==> config.mk <==
export PLATFORM = sky130hd
export DESIGN_NAME = burst_addr_gen
export DESIGN_NICKNAME = d
export VERILOG_FILES = /design/src/rtl/bag_pkg.sv /design/src/rtl/bag_counter.sv /design/src/rtl/bag_order.sv /design/src/rtl/burst_addr_gen.sv
export SDC_FILE = /design/constraint.sdc
export NUM_CORES = 1
export LEC_CHECK = 0
export BUFFER_PORTS_ARGS = -buffer_cell sky130_fd_sc_hd__buf_4
export CAP_MARGIN = 20
export CORE_MARGIN = 3
export CORE_UTILIZATION = 45
export CTS_CLUSTER_SIZE = 20
export DETAILED_ROUTE_END_ITERATION = 10
export GPL_ROUTABILITY_DRIVEN = 0
export PLACE_DENSITY_LB_ADDON = 0.08
export SYNTH_ARGS = -nofsm -noshare
export SYNTH_HDL_FRONTEND = slang
export SYNTH_SLANG_ARGS = --single-unit
==> constraint.sdc <==
create_clock -name clk -period 1.7 [get_ports clk]
set_clock_uncertainty 0.2 [all_clocks]
set_input_delay 0.17 -clock clk [delete_from_list [all_inputs] [get_ports clk]]
set_output_delay 0.17 -clock clk [all_outputs]
set_load 0.005 [all_outputs]
==> src/rtl/bag_pkg.sv <==
package bag_pkg;
  typedef enum logic {
    ORD_LINEAR     = 1'b0,
    ORD_INTERLEAVE = 1'b1
  } burst_order_e;
endpackage

==> src/rtl/bag_counter.sv <==
// Beat counter: cleared on load, stepped on advance, frozen when disabled.
module bag_counter #(
  parameter int BW = 2
) (
  input  logic          clk,
  input  logic          rst,
  input  logic          en,
  input  logic          load,
  output logic [BW-1:0] cnt_q,
  output logic [BW-1:0] cnt_inc
);
  localparam logic [BW-1:0] STEP = 1;

  assign cnt_inc = cnt_q + STEP;

  always_ff @(posedge clk) begin
    if (rst) begin
      cnt_q <= '0;
    end else if (en) begin
      if (load) cnt_q <= '0;
      else      cnt_q <= cnt_inc;
    end
  end
endmodule

==> src/rtl/bag_order.sv <==
// Maps (start bits, beat offset) to the low address bits of a beat.
module bag_order
  import bag_pkg::*;
#(
  parameter int BW = 2
) (
  input  burst_order_e  order,
  input  logic [BW-1:0] start,
  input  logic [BW-1:0] offset,
  output logic [BW-1:0] beat_low
);
  always_comb begin
    case (order)
      ORD_INTERLEAVE: beat_low = start ^ offset;
      default:        beat_low = start + offset;
    endcase
  end
endmodule

==> src/rtl/burst_addr_gen.sv <==
module burst_addr_gen
  import bag_pkg::*;
#(
  parameter int AW = 18,
  parameter int BW = 2
) (
  input  logic          clk,
  input  logic          rst,
  input  logic          stall,
  input  logic          adv,
  input  logic          ilv_mode,
  input  logic [AW-1:0] ld_addr,
  output logic [AW-1:0] burst_addr
);
  localparam int UW = AW - BW;

  logic          step_en;
  logic          do_load;
  logic [UW-1:0] base_q;
  logic [BW-1:0] start_q;
  logic [BW-1:0] cnt_q;
  logic [BW-1:0] cnt_inc;
  logic [BW-1:0] nxt_low;
  logic [AW-1:0] addr_q;

  assign step_en = ~stall;
  assign do_load = ~adv;

  bag_counter #(.BW(BW)) u_cnt (
    .clk    (clk),
    .rst    (rst),
    .en     (step_en),
    .load   (do_load),
    .cnt_q  (cnt_q),
    .cnt_inc(cnt_inc)
  );

  bag_order #(.BW(BW)) u_ord (
    .order   (burst_order_e'(ilv_mode)),
    .start   (start_q),
    .offset  (cnt_inc),
    .beat_low(nxt_low)
  );

  always_ff @(posedge clk) begin
    if (rst) begin
      base_q  <= '0;
      start_q <= '0;
      addr_q  <= '0;
    end else if (step_en) begin
      if (do_load) begin
        base_q  <= ld_addr[AW-1:BW];
        start_q <= ld_addr[BW-1:0];
        addr_q  <= ld_addr;
      end else begin
        addr_q  <= {base_q, nxt_low};
      end
    end
  end

  assign burst_addr = addr_q;
endmodule

Word-level counts from Yosys, hierarchy flattened --
Index checks and enable logic that the tools add are counted.
Word-level totals: bits in registers 38, output and inout port bits 18, logic and storage cells 13
Cells by class: add/subtract/negate cells 2, mux-type cells 3, bitwise logic cells 3, reductions and logical operators 1
Operators with widths (number):
- $mux 18 | 1
- $mux 2 | 2
- $add 2x1->2 const B | 1
- $add 2x2->2 | 1
- $not 1->1 | 2
- $reduce_and 2->1 | 1
- $xor 2x2->2 | 1

Logic depth before layout (Yosys ltp) --
Gate-level depths: netlist of the first run.
word-level depth 4, depth in mapped cells 6, gate-level depth less buffers 5

Cells and area by module --
Synthesis of the first run repeated with hierarchy kept, for this count alone.
Second synthesis, totals: cell total of the unflattened synthesis 178, area total of the unflattened synthesis 1752.9 µm²
By module, submodules not included:
- burst_addr_gen | instances 1, cells each 163, area an instance 1611.5 µm²
- bag_counter | instances 1, cells each 11, area an instance 105.1 µm²
- bag_order | instances 1, cells each 4, area an instance 36.3 µm²

Least setup slack after synthesis of the first run --
OpenSTA, ideal clock, no wires.
kind reg-to-reg, start register u_cnt.cnt_q[0], end register addr_q[1], in the netlist burst_addr[1], setup time 0.101 ns, data arrival time 1.224 ns, required time 1.399 ns, setup slack 0.175 ns, cell stages (with the launch flop) 6, buffers on the path 0, period minus slack after synthesis 1.525 ns, cell sequence dfxtp_1 -> inv_1 -> ha_1 -> nor2b_2 -> xnor3_1 -> o41ai_1
On the way: cells in the longest elaborated chain, start to end 4
Ends and longest elaborated chain:
- start: declaration | line bag_counter.sv:9 | output logic [BW-1:0] cnt_q,
- start signal: assignment | line bag_counter.sv:21 | else cnt_q <= cnt_inc;
- $add 2x1->2 (*) | line bag_counter.sv:14 | assign cnt_inc = cnt_q + STEP;
- $add 2x2->2 or $xor 2x2->2 (tied branches) | line bag_order.sv:15, bag_order.sv:14
- $mux 2 (*) | line bag_order.sv:13 | case (order)
- $mux 18 (*) | line burst_addr_gen.sv:51 | if (do_load) begin
- end signal: assignment | line burst_addr_gen.sv:54 | addr_q <= ld_addr;
- end signal: assignment | line burst_addr_gen.sv:56 | addr_q <= {base_q, nxt_low};
- end: declaration | line burst_addr_gen.sv:24 | logic [AW-1:0] addr_q;
Every way passes the cells marked *; elsewhere a longest branch is shown, timed or not. A chain may end at the register's enable or synchronous reset.

Worst setup path after layout of the first run --
Ends and elaborated chain as after synthesis.

==> results of run 1 <==
layout make-up:
type	instances	share of cell area [%]
clock buffer	7	2.55
clock inverter	1	0.232
inverter	3	0.521
multi-input combinational	120	36.2
sequential	38	35.3
tap	46	2.66
timing repair buffer	59	22.6
cell usage in the layout, fill, tap and decap left out, drive strengths merged:
cell type / netlist / final
o21ai: 1 / 1
dfxtp: 38 / 38
o41ai: 1 / 1
or2: 1 / 1
xnor3: 1 / 1
xor2: 1 / 1
inv: 3 / 3
nor4b: 1 / 1
clkbuf: 3 / 7
clkinv: 0 / 1
a31oi: 1 / 1
or4: 1 / 1
a21oi: 19 / 19
mux2: 17 / 17
mux2i: 18 / 18
nor2b: 2 / 2
dlygate4sd3: 0 / 18
nand2: 36 / 36
buf: 9 / 41
nor2: 19 / 19
ha: 1 / 1
worst min path at each step:
stage / endpoint / depth (start not counted)
2_1_floorplan: base_q[0] / 2
3_3_place_gp: base_q[8] / 3
3_5_place_dp: base_q[0] / 3
4_1_cts: burst_addr[1] / 2
5_1_grt: burst_addr[8] / 2
6_report: burst_addr[1] / 2
kinds of logic (layout without fill, tap and decap cells):
| kind of cell | count (synthesis) | after routing |
|---|---|---|
| compound gates | 22 | 22 |
| xor+xnor | 2 | 2 |
| fa+ha+maj | 1 | 1 |
| buf+inv | 15 | 70 |
| flops | 38 | 38 |
| mux | 35 | 35 |
| simple gates | 60 | 60 |
power by group:
group / total [mW] / leakage [nW] / internal, mW / switching [mW]
registers: 0.958 / 0.311 / 0.935 / 0.0228
clock network: 0.474 / 0.0353 / 0.201 / 0.273
logic: 0.282 / 0.611 / 0.162 / 0.120
total: 1.71 / 0.958 / 1.30 / 0.416
synthesized netlist by cell type (2+ instances only):
cell type and number:
a21oi_1 19, buf_2 6, buf_6 2, clkbuf_1 3, dfxtp_1 38, inv_1 3
mux2_2 17, mux2i_1 18, nand2_1 36, nor2_1 18
timing repair:
item,CTS,global route
setup endpoints to repair,0,1
hold buffers,18,0
resized for setup,0,1
endpoints found under the hold margin,19,0
flip-flops by register name (all words and copies together), names as in the netlist:
register / count
burst_addr: 18
base_q: 16
start_q: 2
u_cnt.cnt_q: 2
per-layer routing:
| layer | vias up | wire length (um) |
|---|---|---|
| met3 | 5 | 141 |
| met2 | 29 | 1640 |
| li1 | 684 | - |
| met1 | 609 | 1540 |
| met5 | - | 0 |
| met4 | 0 | 43 |
critical path: stages (launching register included):
cell	delay [ns]
dfxtp_2	0.37
inv_1	0.06
ha_1	0.17
nor2b_2	0.15
xnor3_1	0.32
o41ai_1	0.22
==> results.md, run 1 <==
- WP data required: 1.74 ns
- Leak pwr: 0.958 nW
- Drt drc: 0
- DP HPWL: 2110 um
- Port bufs: 40
- Seq. cell area: 762 um2
- Die Area: 4370 um2
- Final Hold Vio Count: 0
- Area delta synth->final: 32.9%
- Vias: 1,327
- Setup crit end kind: flop
- Initial antenna violation count: 0
- GR Layer Usage met2: 30.2%
- Clock transition at path regs: between 0.1 and 0.15 ns
- DP Worst Slack: between 0.06 and 0.07 ns
- Worst-Margin Slew: between 0.6 and 0.7 ns
- First-pass detailed-route iteration total: 3
- Antenna viol nets, final: 0
- CTS Root Cell: clkbuf_4
- Post-route cell area: ~2200 um2
- Layout cells sized above 1: between 20 and 30%
- Tmin final: 1.59 ns
- Met1 Usage GRT: around 18%
- Busiest grt layer: met2
- DR iter-0 viols: 29
- Clk Latency, worst-skew pair: roughly 0.32 ns
- Total chip power: 1.71 mW
- Data arrival time of the worst path: 1.62 ns
- XOR/XNOR Fraction of Synth Area: under 10%
- WS Path Type: flop to flop
- Post-CTS Setup Bufs: 0
- Ranking of synthesized cells by area: dfxtp_1, mux2_2, mux2i_1
- Synth Area in Adders: 0.770%
- GRT Residual Overflow: 0
- Post-route insts no fill: 274
- Final Net Count: 251
- Syn Nets: 197
- Ant. Diodes: 0
- Hold path start: stall
- Synth Flop Type: dfxtp_1
- Tot GR Track Use: 16.6%
- Vias in the first global route: 1,282
- Seq/Total Area, Yosys: a little under half
- Worst-path fanout max: 4
- Final core utilization: 63.3%
- Footprint of the multi-input gates: 782 um2
- Clock buffer count from CTS: 5
- Clk sinks: 38
- Drt wl/cell: between 10 and 15 um
- H-tree depth: 2
- Die Width: 66.1 um
- Max VDD drop: around 0.47 mV
- Simple-Gate Fraction of Synth Area: 15.5%
- Synthesized instance count: 173
- Avg Synthesized Cell Area: 9.39 um2
- Synthesis Warnings: 0
- R2R cell count: 5
- First-pass GRT wire length: 5530 um
- Hold crit path type: input port to flop
- Final max-slew violation count: 0
- Dpl cells: ~250
- Top Ports: just over 40
- Fill cells: 296
- Setup violators final: 0
- Pwr dens: slightly below 800 nW/um2
- Worst Hold Slack: 0.0459 ns
- Total Wirelength: approximately 3400 um
- Compound-gate portion of the synthesized area: 7.08%
- Largest family of logic cells by synthesized area: multiplexers
- Mapped Area: 1630 um2
- Worst Setup SP: u_cnt.cnt_q[0]
- Asr flop ratio synth: 0%
- Yosys top cell area share: roughly 47%
- Reg-to-reg startpoint: u_cnt.cnt_q[0]
- Mux cell area share after synthesis: a little under a quarter
- Setup_tns: 0 ns
- Initial core utilization: 47.6%
- Core area: approximately 3400 um2
- Worst setup SP type: flop
- Met3 Usage GRT: 3.74%
- Largest net degree at the start of global routing: 41
- Die height: 66.1 um
- CP endpoint: burst_addr[1]
- Max_slew headroom: 57.5%
- Area leader, netlist: dfxtp_1
- Status: finished clean
- Max-cap violations: 0
- Smallest setup slack after layout: roughly 0.11 ns
- Vias/cell: 4.84
- Reg2reg setup slack: 0.11 ns
- Cell variety after synth: 23
- CTS tree: yes
- Placement Cell Area: 1920 um2
- RR Endpoint: burst_addr[1]
- Peak Freq: 630 MHz
- # rows: 21
- Period utilisation layout: 93.4%
- Post-synth EDFFs: 0
- Seq cells post-synth: 38
- Bufs on Longest Clock Path: 2
Power figures use the tool's default switching activity.
==> inputs of run 2 (changes only) <==
- CORE_ASPECT_RATIO: not set -> 1.4
- SKIP_LAST_GASP: not set -> 1
==> results.md, run 2 (same netlist as run 1, synthesis figures left out) <==
- Clk sinks: 38 (unchanged)
- Number of flip-flops in the largest register: 18 (unchanged)
- Total chip power: 1.99 mW (+16%)
- Max_slew headroom: 59.2% (+1.7 points)
- Most frequent cells in the layout: buf_4, dfxtp_1, nand2_1
- Tmin final: 1.60 ns (+0.0131 ns)
- Max VDD drop: 0.663 mV (+40%)
- Worst setup SP type: flop
- Worst-path fanout max: 4 (unchanged)
- Uppermost layer routed: met4
- Initial antenna violation count: 0 (unchanged)
- Layout cells sized above 1: 29.8% (unchanged)
- Top Ports: 41 (unchanged)
- Leak pwr: 0.980 nW (+2.4%)
- WP data required: 1.69 ns (-0.05 ns)
- Placement Cell Area: 1910 um2 (-0.39%)
- DP Worst Slack: -0.0166 ns (-0.0859 ns)
- Clk Latency, worst-skew pair: 0.28 ns (-0.04 ns)
- Dpl cells: 242 (-2.4%)
- WS Path Type: flop to flop
- Period utilisation layout: 94.2% (+0.77 points)
- Core area: 3410 um2 (-0.18%)
- Bufs on Longest Clock Path: 2 (unchanged)
- CTS Root Cell: clkbuf_8
- Drt wl/cell: 12.6 um (+2.3%)
- Vias/cell: 4.84 (about the same)
- Setup violators final: 0 (unchanged)
- Worst-Margin Slew: 0.612 ns (-0.0253 ns)
- Wl on met1: 1560 um (+0.84%)
- Peak Freq: 625 MHz (-0.82%)
- Die height: 77.1 um (+17%)
- Post-route insts no fill: 268 (-2.2%)
- Hold crit path type: input port to flop
- Port bufs: 40 (unchanged)
- Clock buffer count from CTS: 5 (unchanged)
- Final core utilization: 64.7% (+1.5 points)
- Reg-to-reg startpoint: u_cnt.cnt_q[0]
- GRT Residual Overflow: 0 (unchanged)
- Reg2reg setup slack: 0.1 ns (about the same)
- Met3 WL: 170 um (+21%)
- Initial core utilization: 47.7% (+0.087 points)
- Status: finished clean
- Area delta synth->final: 35.8%
- Final max-slew violation count: 0 (unchanged)
- First-pass GRT wire length: 5580 um (+0.89%)
- Post-route cell area: 2210 um2 (+2.1%)
- Setup crit end kind: flop
- Antenna viol nets, final: 0 (unchanged)
- Ant. Diodes: 0 (unchanged)
- Post-CTS Setup Bufs: 0 (unchanged)
- RSZ-0062 raised after global routing: false
- WHS Endpoint: u_cnt.cnt_q[0]
- Commonest non-fill, non-tap cell in the layout: buf_4
- Die Area: 4380 um2 (+0.23%)
- H-tree depth: 2 (unchanged)
- Data arrival time of the worst path: 1.59 ns (-0.03 ns)
- Smallest setup slack after layout: 0.0989 ns (-0.0131 ns)
- Die Width: 56.8 um (-14%)
- DR WL met2: 1620 um (-1.4%)
- Drt drc: 0 (unchanged)
- Largest net degree at the start of global routing: 41 (unchanged)
- DR iter-0 viols: 32 (+10%)
- DP HPWL: 2140 um (+1.4%)
- Tot GR Track Use: 16.1% (-0.51 points)
- R2R cell count: 5 (unchanged)
- Final Hold Vio Count: 0 (unchanged)
- Vias: 1,298 (-2.2%)
- Total Wirelength: 3370 um (about the same)
- RR Endpoint: burst_addr[1]
- Fill cells: 284 (-4.1%)
- Hold path start: rst
- Hold depth: 2 (unchanged)
- Vias in the first global route: 1,288 (+0.47%)
- # rows: 25 (+19%)
- Clock transition at path regs: 0.07 ns (-0.04 ns)
- First-pass detailed-route iteration total: 4 (+1)
- CTS tree: yes
- Max-cap violations: 0 (unchanged)
- Final Net Count: 251 (unchanged)
- Pwr dens: 901 nW/um2 (+14%)
==> run 2: cell count changes in the layout (fill, tap and decap cells not counted) <==
cell / previous run / this run
clkbuf_1: 1 / 2
o41ai_2: 0 / 1
clkbuf_8: 1 / 5
o41ai_1: 1 / 0
clkbuf_4: 5 / 0
clkinv_2: 1 / 0
bufinv_16: 0 / 1
==> run 2: area by class of cell <==
| cell class | count | area, um2 | share of cell area [%] |
|---|---|---|---|
| clock inverters | 1 | 30.0 | 1.36 |
| repair buffers | 59 | 488 | 22.1 |
| flip-flops and latches | 38 | 762 | 34.5 |
| clock buffers | 7 | 76.3 | 3.46 |
| well taps | 40 | 50.0 | 2.27 |
| inverters | 3 | 11.3 | 0.510 |
| multi-input cells | 120 | 790 | 35.8 |
==> run 2: metrics by stage <==
step | hold WS, ns | setup TNS, ns
finish | 0.0879 | 0
global placement | 0.229 | 0
detailed placement | 0.238 | -0.0166
floorplan | 0.106 | 0
CTS | 0.0767 | 0
global route | 0.0872 | 0
==> run 2: repair_timing <==
item,in CTS,in global routing
endpoints found under the hold margin,18,0
endpoints found under the setup margin,1,1
gates resized for setup,1,1
hold buffers,18,0
==> run 2: routing by layer <==
metal | vias to the layer above | global-route usage [%]
met2 | 32 | 26.6
met5 | - | 0
met1 | 577 | 19.0
met3 | 4 | 5.56
li1 | 685 | -
met4 | 0 | 5.57
==> run 2: power breakdown <==
group | internal, mW | total (mW) | leakage, nW | switching (mW)
registers | 0.935 | 0.958 | 0.311 | 0.0234
clock network | 0.439 | 0.749 | 0.0524 | 0.310
logic | 0.162 | 0.282 | 0.616 | 0.119
==> run 2: critical path, stage by stage (launching register included) <==
cell and delay (ns):
dfxtp_2 0.37, inv_1 0.07, ha_1 0.16, nor2b_2 0.15, xnor3_1 0.33, o41ai_2 0.21
==> run 2: worst max path at each step <==
| stage | to | slack, ns | startpoint | cells after the start |
|---|---|---|---|---|
| finish | burst_addr[1] | 0.1 | u_cnt.cnt_q[0] | 5 |
| global route | burst_addr[1] | 0.01 | u_cnt.cnt_q[0] | 5 |
| CTS | burst_addr[1] | 0.03 | u_cnt.cnt_q[0] | 5 |
| detailed placement | burst_addr[1] | -0.02 | u_cnt.cnt_q[0] | 5 |
| global placement | burst_addr[1] | 0.15 | u_cnt.cnt_q[0] | 5 |
| floorplan | burst_addr[1] | 0.17 | u_cnt.cnt_q[0] | 5 |
==> inputs of run 3 (changes only) <==
- PLACE_DENSITY_LB_ADDON: 0.08 -> 0.12
==> results.md, run 3 (same netlist as run 1, synthesis figures left out) <==
- Status: finished clean
- Die Width: 56.8 um (unchanged)
- Data arrival time of the worst path: 1.61 ns (+0.02 ns)
- Commonest non-fill, non-tap cell in the layout: buf_4
- Pwr dens: 836 nW/um2 (-7.3%)
- Die Area: 4380 um2 (unchanged)
- Placement Cell Area: 1910 um2 (unchanged)
- Port bufs: 40 (unchanged)
- Setup crit end kind: flop
- Final Hold Vio Count: 0 (unchanged)
- Core area: 3410 um2 (unchanged)
- Largest net degree at the start of global routing: 41 (unchanged)
- # rows: 25 (unchanged)
- Reg2reg setup slack: 0.08 ns (-0.02 ns)
- Worst Setup SP: u_cnt.cnt_q[0]
- Most frequent cells in the layout: buf_4, dfxtp_1, nand2_1
- Bufs on Longest Clock Path: 2 (unchanged)
- H-tree depth: 2 (unchanged)
- Area delta synth->final: 33.9%
- Post-route cell area: 2180 um2 (-1.4%)
- Footprint of the multi-input gates: 790 um2 (unchanged)
- WHS Endpoint: burst_addr[13]
- Total chip power: 1.82 mW (-8.6%)
- Tmin final: 1.62 ns (+0.0183 ns)
- DR iter-0 viols: 47 (+47%)
- R2R cell count: 5 (unchanged)
- Hold path start: rst
- Drt drc: 0 (unchanged)
- Fill cells: 285 (+0.35%)
- Clock transition at path regs: 0.07 ns (about the same)
- Seq. cell area: 761 um2 (-0.16%)
- DP HPWL: 2150 um (+0.62%)
- Vias: 1,334 (+2.8%)
- Hold crit path type: input port to flop
- Hold depth: 2 (unchanged)
- Layout cells sized above 1: 29.1% (-0.75 points)
- Die height: 77.1 um (unchanged)
- Number of flip-flops in the largest register: 18 (unchanged)
- Slowest CP cell: dfxtp_1
- Initial antenna violation count: 0 (unchanged)
- Peak Freq: 618 MHz (-1.1%)
- Top Ports: 41 (unchanged)
- Initial core utilization: 47.7% (unchanged)
- CTS Root Cell: clkbuf_8
- Clock buffer count from CTS: 5 (unchanged)
- Crit-path max cell delay: 0.39 ns (+0.02 ns)
- Worst Hold Slack: 0.0926 ns (+0.00467 ns)
- Total Wirelength: 3350 um (-0.50%)
- Post-CTS Setup Bufs: 0 (unchanged)
- Reg-to-reg startpoint: u_cnt.cnt_q[0]
- WP data required: 1.69 ns (about the same)
- Worst setup SP type: flop
- Clk sinks: 38 (unchanged)
- RSZ-0062 raised after global routing: false
- Vias in the first global route: 1,290 (+0.16%)
- Worst-path fanout max: 4 (unchanged)
- Setup violators final: 0 (unchanged)
- Leak pwr: 0.966 nW (-1.5%)
- Setup_tns: 0 ns (unchanged)
- Final max-slew violation count: 0 (unchanged)
- Period utilisation layout: 95.3% (+1.1 points)
- GRT Residual Overflow: 0 (unchanged)
- Drt wl/cell: 12.6 um (-0.13%)
- Ant. Diodes: 0 (unchanged)
- Worst-Margin Slew: 0.615 ns (+0.00306 ns)
- Final Net Count: 251 (unchanged)
- WS Path Type: flop to flop
- Max-cap violations: 0 (unchanged)
- Antenna viol nets, final: 0 (unchanged)
- Max_slew headroom: 59.0% (-0.20 points)
- Max VDD drop: 0.814 mV (+23%)
- CTS tree: yes
- First-pass GRT wire length: 5660 um (+1.4%)
- Vias/cell: 5.00 (+3.2%)
- Tot GR Track Use: 16.4% (+0.34 points)
- Clk Latency, worst-skew pair: 0.29 ns (about the same)
- RR Endpoint: burst_addr[1]
- First-pass detailed-route iteration total: 4 (unchanged)
- Worst-path cell chain: inv_1 -> ha_1 -> nor2b_2 -> xnor3_1 -> o41ai_2
## run 3: routing by layer
metal  wire length, um  global-route usage [%]
met5                 0                       0
met4                61                    6.03
met3               197                    6.40
met2              1660                    28.5
met1              1430                    17.7
## run 3: through the flow
step	std cells	utilization (%)	setup WS [ns]
floorplan	173	-	0.175
global placement	242	56.1	0.154
detailed placement	242	56.1	0.0265
CTS	267	63.8	0.0514
global route	267	63.8	0.00515
finish	267	63.8	0.0806
## run 3: where the power goes
part | total, mW | internal (mW) | switching [mW]
logic | 0.281 | 0.162 | 0.119
clock network | 0.578 | 0.282 | 0.296
registers | 0.959 | 0.935 | 0.0236
## run 3: worst max path at each step
stage | to | slack [ns] | depth (start not counted)
after global routing | burst_addr[1] | 0.005 | 5
after global placement | burst_addr[1] | 0.15 | 5
after detailed placement | burst_addr[1] | 0.03 | 5
after CTS | burst_addr[1] | 0.05 | 5
final | burst_addr[1] | 0.08 | 5
after floorplan | burst_addr[1] | 0.17 | 5
## run 3: cell type report
cell class	count	area share [%]
inverters	3	0.518
well taps	40	2.30
flip-flops and latches	38	35.0
repair buffers	59	22.4
clock buffers	7	3.51
multi-input cells	120	36.3
## run 3: repair_timing
action	CTS	global route
setup endpoints to repair	1	0
hold endpoints to repair	18	0
resized for setup	1	0
hold buffers	18	0
## run 3: critical path, delay by kind of cell (launching register included)
kind            cells  cell delay [ns]
simple gates        1             0.15
flops               1             0.39
buf+inv             1             0.08
compound gates      1             0.20
fa+ha+maj           1             0.17
xor+xnor            1             0.34
